--- src/rtl/psl_monitor.sv ---
module psl_monitor #(
  parameter int                 LABEL_W     = 8,
  parameter int                 PERSIST     = 5,
  parameter logic [LABEL_W-1:0] FIXED_LABEL = 1
) (
  input  logic               clk,
  input  logic               rst_n,
  input  logic               frame_stb,
  input  logic [LABEL_W-1:0] rx_label,
  input  logic [LABEL_W-1:0] exp_label,
  input  logic               fixed_dis,
  input  logic               inhibit,
  output logic               mismatch_alarm,
  output logic               uneq_alarm,
  output logic [LABEL_W-1:0] accepted_label
);
  localparam int CW = $clog2(PERSIST + 1);
  localparam logic [CW-1:0] LAST = CW'(PERSIST - 1);

  logic          mm_q, uq_q;
  logic [CW-1:0] mm_cnt, uq_cnt;
  logic [LABEL_W-1:0] lbl_q;

  wire is_prog  = (rx_label == exp_label);
  wire is_fixed = !fixed_dis && (rx_label == FIXED_LABEL);
  wire is_zero  = (rx_label == '0);
  wire is_bad   = !(is_prog || is_fixed) && !is_zero;

  wire mm_flip = is_bad ^ mm_q;
  wire uq_flip = is_zero ^ uq_q;

  always_ff @(posedge clk) begin
    if (!rst_n || inhibit) begin
      mm_q   <= 1'b0;
      uq_q   <= 1'b0;
      mm_cnt <= '0;
      uq_cnt <= '0;
      if (!rst_n) lbl_q <= '0;
    end else if (frame_stb) begin
      lbl_q <= rx_label;
      if (!mm_flip) mm_cnt <= '0;
      else if (mm_cnt == LAST) begin
        mm_q   <= ~mm_q;
        mm_cnt <= '0;
      end else mm_cnt <= mm_cnt + 1'b1;
      if (!uq_flip) uq_cnt <= '0;
      else if (uq_cnt == LAST) begin
        uq_q   <= ~uq_q;
        uq_cnt <= '0;
      end else uq_cnt <= uq_cnt + 1'b1;
    end
  end

  assign mismatch_alarm = mm_q && !inhibit;
  assign uneq_alarm     = uq_q && !inhibit;
  assign accepted_label = lbl_q;
endmodule

--- config.mk ---
export PLATFORM = sky130hd
export DESIGN_NAME = psl_monitor
export DESIGN_NICKNAME = d
export VERILOG_FILES = /design/src/rtl/psl_monitor.sv
export SDC_FILE = /design/constraint.sdc
export NUM_CORES = 1
export LEC_CHECK = 0
export BUFFER_PORTS_ARGS = -buffer_cell sky130_fd_sc_hd__buf_4
export CAP_MARGIN = 10
export CORE_MARGIN = 2
export CORE_UTILIZATION = 29
export CTS_BUF_LIST = sky130_fd_sc_hd__clkbuf_16
export DETAILED_ROUTE_END_ITERATION = 6
export PLACE_DENSITY = 0.59
export SYNTH_ARGS = -nofsm -noshare
export SYNTH_HDL_FRONTEND = slang
export SYNTH_SLANG_ARGS = --single-unit
export TNS_END_PERCENT = 50
--- constraint.sdc ---
create_clock -name clk -period 1.5 [get_ports clk]
set_clock_uncertainty 0.1 [all_clocks]
set_input_delay 0.3 -clock clk [delete_from_list [all_inputs] [get_ports clk]]
set_output_delay 0.3 -clock clk [all_outputs]
set_load 0.005 [all_outputs]
==> impl_metrics.env <==
export IMPL_outcome="completed"
export IMPL_grt_pass1_vias=743
export IMPL_totalWireLength_microns=1864
export IMPL_grt_max_degree=12
export IMPL_synth_seq_cells=16
export IMPL_final_cell_mix="buf_4, xnor2_1, nand2_1"
export IMPL_wl_met2_microns=824
export IMPL_dp_slack_ns=-0.1397
export IMPL_mostFrequentLayoutCell="buf_4"
export IMPL_crit_path_end_kind="flop"
export IMPL_power_net_switching_mw=0.2455
export IMPL_wl_met1_microns=848
export IMPL_worst_r2r_cell_count=5
export IMPL_regArea_sq_um=400.4
export IMPL_top_layer_used="met4"
export IMPL_tightest_slew_ns=0.2646
export IMPL_start_util_pct=29.75
export IMPL_synth_top_area_share_pct=27.12
export IMPL_synth_fp_nets=114
export IMPL_grt_first_pass_wirelength_microns=3098
export IMPL_critPathLaunchType="input pin"
export IMPL_cp_required_ns=1.55
export IMPL_powerDensity_nw_per_um2=934.5
export IMPL_yosys_area_top_type="edfxtp_1"
export IMPL_cts_hold_buf=0
export IMPL_grt_overflow=0
export IMPL_cts_sinks=16
export IMPL_p_leak_nw=0.5224
export IMPL_ctsResizeCount=0
export IMPL_ios=31
export IMPL_slew_violations=0
export IMPL_internal_power_mw=0.9342
export IMPL_hold_class="in -> reg"
export IMPL_worstHoldStart="rx_label[1]"
export IMPL_rows=20
export IMPL_gp_congestion=0.7474
export IMPL_fp_coreArea_sq_um=2978
export IMPL_multiInputGateArea_sq_um=459.2
export IMPL_syn_avg_cell_area_sq_um=9.953
export IMPL_die_area_sq_um=3513
export IMPL_cts_buffers=3
export IMPL_syn_inst=89
export IMPL_fillers=283
export IMPL_setup_ws_ns=0.1455
export IMPL_synth_cell_types=26
export IMPL_antenna_left=0
export IMPL_vdd_drop_max_v=0.0005113
export IMPL_finalCritPeriodShare_pct=90.30
export IMPL_ys_top_cells_by_area="edfxtp_1, dfxtp_1, xnor2_1, and2_1, ha_1"
export IMPL_clk_path_buf_depth=2
export IMPL_grt_use_total_pct=12.25
export IMPL_hold_path_depth=2
export IMPL_worstReg2RegStart="mm_cnt[0]"
export IMPL_drt_initial_drc_count=30
export IMPL_clk_pin_slew_ns=0.05
export IMPL_rrSetupSlack_ns=0.18
export IMPL_critPathKind="in -> reg"
export IMPL_die_w_microns=59.27
export IMPL_ctsHtreeMaxLevel=1
export IMPL_yosysWarnings=0
export IMPL_pwr_share_comb_pct=13.9
export IMPL_crit_fanout=3
export IMPL_final_area_sq_um=1262
export IMPL_wl_per_cell_microns=11.87
export IMPL_hold_viol=0
export IMPL_first_pass_iters=4
export IMPL_max_clock_freq_ghz=0.7383
export IMPL_drive_gt1_share_pct=35.48
export IMPL_yosysSeqAreaShare_pct=45.20
export IMPL_cts_root_buf="clkbuf_16"
export IMPL_hold_end="accepted_label[1]"
export IMPL_vias=728
export IMPL_antenna_cells=0
export IMPL_dpl_cell_area_sq_um=1184
export IMPL_viasPerCell=4.637
export IMPL_nNetsFinal=150
export IMPL_drc_errors=0
export IMPL_power_frac_seq_pct=41.7
export IMPL_met3_length_microns=151
export IMPL_antenna_found_initial=0
export IMPL_r2r_end="mm_cnt[2]"
export IMPL_post_cts_buffers=0
export IMPL_finalSetupViolCount=0
export IMPL_pwr_share_clk_pct=44.4
export IMPL_p_sw_share_pct=20.81
export IMPL_die_h_microns=59.27
export IMPL_area_delta_synth_final_pct=42.51
export IMPL_fin_crit_ns=1.355
export IMPL_port_buffers=30
export IMPL_clk_latency_ns=0.25
export IMPL_fin_hold_ws_ns=0.2619
export IMPL_cp_data_arrival_time_ns=1.41
export IMPL_relSlewSlack_pct=82.21
export IMPL_cts_tree="yes"
export IMPL_rsz0062_at_grt="no"
export IMPL_netlist_area_sq_um=885.9
export IMPL_max_cap_viol_count=0
metal layers:
layer	track usage, %	vias up
li1	-	366
met5	0	-
met3	4.585	5
met1	13.96	329
met4	7.143	0
met2	19.47	28
power groups by stage:
stage	clock [mW]	sequential, mW	combinational [mW]
global route	0.555	0.494	0.181
global placement	0	0.501	0.167
CTS	0.538	0.492	0.167
finish	0.523	0.492	0.164
floorplan	0	0.503	0.0603
detailed placement	0	0.501	0.167
registers in the layout, indices dropped and copies added (netlist names):
signal,cells
accepted_label,8
uq_q,1
mm_q,1
uq_cnt,3
mm_cnt,3
worst max-delay path by stage:
stage | startpoint | to | slack [ns] | cells past startpoint
after floorplan | frame_stb | accepted_label[0] | 0.08 | 3
after global placement | exp_label[0] | mm_cnt[0] | -0.10 | 6
after detailed placement | rx_label[4] | mm_cnt[2] | -0.14 | 6
after CTS | rx_label[7] | mm_cnt[2] | 0.14 | 6
after global routing | mm_cnt[0] | mm_cnt[2] | 0.05 | 5
final | rx_label[7] | mm_cnt[2] | 0.15 | 6
cells in the mapped netlist, drive strengths merged:
cell and number:
nand2 10, xnor2 10, and2 8, dfxtp 8, edfxtp 8, nor2 7
inv 6, ha 4, o21ai 4, nand3 3, nand4 3, nor2b 3
a21oi 2, clkbuf 2, nor3 2, o41ai 2, xor2 2, mux2i 1
nand2b 1, nand3b 1, nor4 1, o21a 1
logic make-up (layout without fill, tap and decap cells):
| group | count (synthesis) | in the layout | synth area share (%) |
|---|---|---|---|
| compound gates | 9 | 9 | 8.333 |
| xor+xnor | 12 | 12 | 12.71 |
| fa+ha+maj | 4 | 4 | 5.650 |
| buf+inv | 8 | 43 | 3.390 |
| flops | 16 | 16 | 45.20 |
| mux | 1 | 1 | 1.130 |
| simple gates | 39 | 39 | 23.59 |
worst max-delay path, cell delays in order:
cell and delay (ns):
buf_4 0.13, xnor2_1 0.20, nand4_2 0.13, o21ai_2 0.24, xor2_2 0.13, o41ai_2 0.28
final cells by class:
| cell class | instances | area share (%) |
|---|---|---|
| multi-input combinational | 65 | 36.37 |
| tap | 33 | 3.271 |
| clock buffer | 3 | 5.946 |
| inverter | 6 | 1.784 |
| clock inverter | 1 | 0.2973 |
| sequential | 16 | 31.71 |
| timing repair buffer | 33 | 20.61 |
per-stage QoR:
stage | utilization [%] | setup TNS, ns | std cells | total power [mW]
after floorplan | - | 0 | 89 | 0.5631
after global placement | 39.75 | -0.4093 | 153 | 0.6672
after detailed placement | 39.75 | -0.4913 | 153 | 0.6674
after CTS | 42.39 | 0 | 157 | 1.198
after global routing | 42.39 | 0 | 157 | 1.230
final | 42.39 | 0 | 157 | 1.180
No activity file was read; power rests on OpenSTA's default activity.
